### config.mk
export PLATFORM = sky130hd
export DESIGN_NAME = npx_busy_gate
export DESIGN_NICKNAME = d
export VERILOG_FILES = /design/src/rtl/npx_busy_gate.sv
export SDC_FILE = /design/constraint.sdc
export NUM_CORES = 1
export LEC_CHECK = 0
export ABC_CLOCK_PERIOD_IN_PS = 2000
export BUFFER_PORTS_ARGS = -buffer_cell sky130_fd_sc_hd__buf_2
export CORE_AREA = 2 2 39 41
export CTS_CLUSTER_DIAMETER = 120
export DETAILED_ROUTE_END_ITERATION = 6
export DIE_AREA = 0 0 41 43
export PLACE_DENSITY = 0.36
export SLEW_MARGIN = 20
export SYNTH_ARGS = -nofsm -noshare
export SYNTH_HDL_FRONTEND = slang
export SYNTH_SLANG_ARGS = --single-unit
### constraint.sdc
create_clock -name clk -period 2 [get_ports clk]
set_input_delay 0.1 -clock clk [delete_from_list [all_inputs] [get_ports clk]]
set_output_delay 0.1 -clock clk [all_outputs]
set_load 0.01 [all_outputs]
### src/rtl/npx_busy_gate.sv
module npx_busy_gate #(
  parameter int ADDR_W = 16,
  parameter logic [ADDR_W-1:0] CLR_PORT = 'h00F0
) (
  input  logic              clk,
  input  logic              rst_n,
  input  logic              cop_busy_n,
  input  logic              cop_err_n,
  input  logic              io_wr,
  input  logic [ADDR_W-1:0] io_addr,
  output logic              cpu_busy_n,
  output logic              irq13_req
);

  logic lock_q;
  logic armed_q;
  logic ack_hit;
  logic err_on;

  assign ack_hit = io_wr && (io_addr == CLR_PORT);
  assign err_on  = !cop_err_n;

  // armed_q: error seen released since reset or the last acknowledge
  always_ff @(posedge clk or negedge rst_n) begin
    if (!rst_n)       armed_q <= 1'b0;
    else if (ack_hit) armed_q <= 1'b0;
    else if (!err_on) armed_q <= 1'b1;
  end

  // lock_q: acknowledge has priority over a new error
  always_ff @(posedge clk or negedge rst_n) begin
    if (!rst_n)                 lock_q <= 1'b0;
    else if (ack_hit)           lock_q <= 1'b0;
    else if (err_on && armed_q) lock_q <= 1'b1;
  end

  assign cpu_busy_n = cop_busy_n && !lock_q;
  assign irq13_req  = lock_q;

endmodule


==> results of run 1 <==
## flip-flops by register name, summed over array words and instances (netlist names)
signal / cells
irq13_req: 1
armed_q: 1
## critical path: stages, from the launching register on
cell and delay [ns]:
dfrtp_1 0.38, nor2b_1 0.11, buf_2 0.13
## metal layers
layer / share of wire (%) / GRT usage [%] / up-vias
li1: - / - / 106
met1: 37 / 5.79 / 80
met2: 37 / 7.50 / 23
met3: 26 / 5.76 / 0
met4: 0 / 6.00 / 0
met5: 0 / 0 / -
## final timing paths
kind	startpoint	to	slack, ns	cells past startpoint
hold / removal	io_addr[1]	irq13_req	0.17	3
max in group asynchronous	rst_n	armed_q	1.70	2
min in group asynchronous	rst_n	irq13_req	0.20	2
setup / recovery	irq13_req	cpu_busy_n	1.05	2
setup reg to reg	irq13_req	irq13_req	1.29	2
hold reg to reg	armed_q	armed_q	0.54	2
## Yosys cell counts
cell type	n	area share (%)
a31oi_1	2	10
dfrtp_1	2	41
nor2_1	2	6.1
a21oi_1	1	4.1
and4b_1	1	8.2
inv_1	1	3.1
nand4b_1	1	7.1
nor2b_1	1	5.1
nor3_1	1	4.1
nor3b_1	1	6.1
nor4_1	1	5.1
## cell usage in the layout, fill, tap and decap left out
| cell type | count |
|---|---|
| nand4b_1 | 1 |
| dlygate4sd3_1 | 1 |
| a31oi_1 | 2 |
| buf_2 | 22 |
| nor3_1 | 1 |
| nor3b_1 | 1 |
| nor4_1 | 1 |
| nor2b_1 | 1 |
| inv_1 | 1 |
| clkbuf_4 | 3 |
| nor2_1 | 2 |
| dfrtp_1 | 2 |
| a21oi_1 | 1 |
| and4b_1 | 1 |
## through the flow
step	worst slack (ns)	cells
6_report	1.05	56
5_1_grt	0.963	56
4_1_cts	1.04	56
3_5_place_dp	1.08	52
3_3_place_gp	1.09	52
2_1_floorplan	1.25	14
## report_power, final
group / internal [mW] / switching, mW / leakage [nW]
sequential: 0.0408 / 0.000000736 / 0.0175
clock: 0.0661 / 0.0215 / 0.0138
combinational: 0.0170 / 0.00699 / 0.114
## layout make-up
type	instances	area [µm²]
inverters	1	3.75
flip-flops and latches	2	50.0
clock buffers	3	22.5
fillers	150	1100
well taps	16	20.0
multi-input cells	11	68.8
repair buffers	23	120
## kinds of logic (layout without fill, tap and decap cells)
family,after synthesis,in the layout,synth area share [%]
buffers and inverters,1,27,3.06
DFF,2,2,40.8
and+or+nand+nor,8,8,41.8
AOI/OAI and AO/OA,3,3,14.3
==> flow_summary.json, run 1 <==
{
  "overflow": 0,
  "drt_iter0_markers": 1,
  "num_io_pins": 23,
  "fp-row-count": 14,
  "rsz0062_at_grt": "no",
  "place_area_um2": 253,
  "cts_buffers": 3,
  "grt_usage_pct": 6.22,
  "hold_viol_final": 0,
  "holdBufCountCts": 1,
  "ctsResizeCount": 0,
  "critPathLaunchType": "flop",
  "syn2layout_area_growth_pct": 133,
  "coreArea_um2": 1380,
  "yosys_register_bits": 2,
  "htreeDepth": 1,
  "drc": 0,
  "wirelength_um": 492,
  "slew_headroom_pct": 81.5,
  "finalPower_mw": 0.152,
  "ys_warn_count": 0,
  "syn_area_um2": 123,
  "setup_viol": 0,
  "p_leak_nw": 0.145,
  "synth-seq-area-share_pct": 40.8,
  "powerDensity_nw_per_um2": 534,
  "grt_pass1_wl_um": 648,
  "fin_area_um2": 285,
  "max_cap_violations": 0,
  "viasPerCell": 3.73,
  "syn_avg_cell_area_um2": 8.76,
  "end_kind": "output port",
  "initial_core_util_pct": 8.86,
  "ant_nets": 0,
  "crit_arrival_ns": 0.85,
  "synthDistinctLibCells": 11,
  "die_area_um2": 1760,
  "dr.pass1.iters": 2,
  "numClockSinks": 2,
  "ir_worst_vdd_mv": 0.124,
  "path_class": "flop to output port",
  "layout_min_cycle_time_ns": 0.945,
  "final_util_pct": 20.6,
  "path_max_fanout": 3,
  "hold_class": "primary input to flop",
  "final.period_utilization_pct": 47.3,
  "wire_per_inst_um": 8.79,
  "final.setup.tns_ns": 0,
  "first_global_vias": 186,
  "fmax_mhz": 1060,
  "status": "finished, final reports clean",
  "cts_max_path_buffers": 2,
  "place_congestion": 0.759,
  "cts.clk_slew.worst_paths_ns": 0.03,
  "port_buffers": 22,
  "die_y_um": 43,
  "clk_latency_ns": 0.22,
  "vias": 209,
  "die_w_um": 41,
  "hold_slack_ns": 0.165,
  "cts_tree": "done",
  "required_ns": 1.90,
  "grt_max_degree": 4,
  "post_cts_buffers": 0,
  "antenna-diode-count": 0,
  "final_nets": 63,
  "tightest_slew_ns": 0.277,
  "drv_slew": 0,
  "grt_antenna_before_repair": 0,
  "syn_nets": 35,
  "skew_ns": 0.00179,
  "syn_inst": 14,
  "drive_gt1_share_pct": 62.5,
  "cts_root_buffer": "clkbuf_4"
}
Note: power is estimated with default switching activity, not from simulation.
==> run 2: changes to the inputs <==
--- a/config.mk
+++ b/config.mk
@@ -5,13 +5,14 @@
 export SDC_FILE = /design/constraint.sdc
 export NUM_CORES = 1
 export LEC_CHECK = 0
-export ABC_CLOCK_PERIOD_IN_PS = 2000
+export ABC_AREA = 1
+export ABC_CLOCK_PERIOD_IN_PS = 820
 export BUFFER_PORTS_ARGS = -buffer_cell sky130_fd_sc_hd__buf_2
 export CORE_AREA = 2 2 39 41
 export CTS_CLUSTER_DIAMETER = 120
 export DETAILED_ROUTE_END_ITERATION = 6
 export DIE_AREA = 0 0 41 43
-export PLACE_DENSITY = 0.36
+export PLACE_DENSITY = 0.4
 export SLEW_MARGIN = 20
 export SYNTH_ARGS = -nofsm -noshare
 export SYNTH_HDL_FRONTEND = slang
==> constraint.sdc (replaced) <==
create_clock -name clk -period 0.82 [get_ports clk]
set_input_delay 0.041 -clock clk [delete_from_list [all_inputs] [get_ports clk]]
set_output_delay 0.041 -clock clk [all_outputs]
set_load 0.01 [all_outputs]
==> flow_summary.json, run 2 <==
{
  "status": "finished, violations left",
  "violations": "negative setup slack",
  "p_leak_nw": 0.195,
  "max_cap_violations": 0,
  "grt_pass1_wl_um": 821,
  "fp-row-count": 14,
  "syn_avg_cell_area_um2": 5.82,
  "fmax_mhz": 1170,
  "slowest_stage": "dfrtp_1",
  "cts.clk_slew.worst_paths_ns": 0.03,
  "hold_class": "primary input to flop",
  "critical_path.max_stage_delay_ns": 0.38,
  "pwr-share-clk_pct": 57.2,
  "yosysTopAreaCellShare_pct": 33.1,
  "fillers": 168,
  "end_kind": "output port",
  "syn2layout_area_growth_pct": 118,
  "rsz0062_at_grt": "yes",
  "drive_gt1_share_pct": 54.7,
  "seq_power_share_pct": 26.2,
  "hold_slack_ns": 0.0825,
  "path_class": "flop to output port",
  "coreArea_um2": 1380,
  "path_max_fanout": 3,
  "dr.pass1.iters": 2,
  "setup_ws_ns": -0.0358,
  "ant_nets": 0,
  "vias": 234,
  "grt_usage_pct": 7.73,
  "synth.area.top_cells": "dfrtp_1 33%, nor2_1 20%, nand2_1 17%, inv_1 12%, nor3b_1 5.0%",
  "hpwl_um": 415,
  "synthDistinctLibCells": 8,
  "clk_latency_ns": 0.22,
  "synth_edf_count": 0,
  "viasPerCell": 3.39,
  "skew_ns": 0.00250,
  "critPathLaunchType": "flop",
  "synth_ff_type": "dfrtp_1",
  "die_y_um": 43,
  "numClockSinks": 2,
  "drv_slew": 0,
  "sw_frac_of_total_pct": 20.1,
  "syn_nets": 47,
  "powerDensity_nw_per_um2": 1150,
  "place_congestion": 0.619,
  "cts_root_buffer": "clkbuf_4",
  "antenna-diode-count": 0,
  "htreeDepth": 1,
  "setup_viol": 1,
  "overflow": 0,
  "yosys_register_bits": 2,
  "drc": 0,
  "p_int_mw": 0.304,
  "tightest_slew_ns": 0.158,
  "synth-seq-area-share_pct": 33.1,
  "cts_max_path_buffers": 2,
  "port_buffers": 22,
  "first_global_vias": 240,
  "post-synth-top-count-cell": "nor2_1",
  "wire_per_inst_um": 6.68,
  "final_cells": 69,
  "ys_warn_count": 0,
  "die_area_um2": 1760,
  "yosys.area.top_type": "dfrtp_1",
  "grt_max_degree": 4,
  "required_ns": 0.78,
  "cts_tree": "done",
  "hold_viol_final": 0,
  "dp.cells": 64,
  "fin_area_um2": 330,
  "num_io_pins": 23,
  "wirelength_um": 461,
  "final_nets": 76,
  "ys_top_cells_by_count": "8 x nor2_1, 7 x nand2_1, 5 x inv_1, 2 x dfrtp_1",
  "final.period_utilization_pct": 104,
  "cts_buffers": 3,
  "layout_min_cycle_time_ns": 0.856,
  "syn_inst": 26,
  "crit_chain": "nor2_1, buf_2",
  "switching_power_mw": 0.0762,
  "final_cell_mix": "22 x buf_2, 8 x nor2_1, 6 x nand2_1",
  "async_flop_share_pct": 100,
  "syn_area_um2": 151,
  "initial_core_util_pct": 10.9,
  "grt_antenna_before_repair": 0,
  "die_w_um": 41,
  "ir_worst_vdd_mv": 0.555,
  "drt_iter0_markers": 1,
  "comb_power_share_pct": 16.7,
  "crit_arrival_ns": 0.81,
  "mostFrequentLayoutCell": "buf_2",
  "place_area_um2": 282,
  "slew_headroom_pct": 89.4
}
## run 2: cell count changes after synthesis, sizes merged, moves of 2 or more
cell | previous run | this run
nor2 | 2 | 8
inv | 1 | 5
a31oi | 2 | 0
nand2 | 0 | 7
## run 2: final cells by class
class | instances | area (µm²) | share of cell area [%]
timing repair buffer | 24 | 131 | 39.8
multi-input combinational | 19 | 87.6 | 26.5
sequential | 2 | 50.0 | 15.2
clock buffer | 3 | 22.5 | 6.82
tap | 16 | 20.0 | 6.06
inverter | 5 | 18.8 | 5.68
## run 2: repair_timing
| action | in CTS | in global routing |
|---|---|---|
| hold endpoints to repair | 2 | 0 |
| setup endpoints to repair | 2 | 4 |
| resized for setup | 1 | 3 |
| hold buffers | 1 | 0 |
| buffers inserted | 1 | 0 |
| pin swaps | 2 | 2 |
## run 2: per-stage QoR
stage	worst slack (ns)	TNS (ns)	power, mW	utilization, %
global route	-0.0829	-0.116	0.424	23.9
CTS	-0.0627	-0.0627	0.397	23.4
detailed placement	-0.00924	-0.00924	0.161	20.3
finish	-0.0358	-0.0358	0.380	23.9
global placement	-0.00394	-0.00394	0.160	20.3
floorplan	0.0119	0	0.114	-
## run 2: per-layer routing
metal | share of wire (%) | wire length (µm) | vias to the layer above | track usage [%]
met2 | 55 | 255 | 7 | 12.2
met4 | 0 | 0 | 0 | 4.00
met1 | 35 | 163 | 96 | 5.47
met5 | 0 | 0 | - | 0
met3 | 9.3 | 43 | 0 | 7.85
li1 | - | - | 131 | -
## run 2: cell families after synthesis
kind of cell / count (synthesis) / share of synthesized area, %
flip-flops: 2 / 33.1
AO/OA/AOI/OAI: 1 / 4.96
AND/OR/NAND/NOR: 18 / 49.6
buffers and inverters: 5 / 12.4
## run 2: worst max-delay path: cells and delay by family (launching register included)
kind / cells / cell delay [ns]
flops: 1 / 0.38
buf+inv: 1 / 0.13
simple gates: 1 / 0.08
## run 2: power by group through the flow
| stage | Clock, mW | Combinational [mW] | Sequential (mW) |
|---|---|---|---|
| global route | 0.251 | 0.0737 | 0.0993 |
| global placement | 0 | 0.0598 | 0.100 |
| floorplan | 0 | 0.0130 | 0.101 |
| detailed placement | 0 | 0.0609 | 0.100 |
| CTS | 0.233 | 0.0650 | 0.0994 |
| finish | 0.217 | 0.0633 | 0.0995 |
## run 2: worst paths after layout
check | slack (ns) | depth (start not counted) | startpoint | endpoint
max reg2reg | 0.03 | 3 | armed_q | armed_q
min reg2reg | 0.56 | 3 | armed_q | armed_q
max | -0.04 | 2 | irq13_req | cpu_busy_n
max in group asynchronous | 0.59 | 2 | rst_n | armed_q
min in group asynchronous | 0.13 | 2 | rst_n | irq13_req
min | 0.08 | 4 | cop_err_n | irq13_req
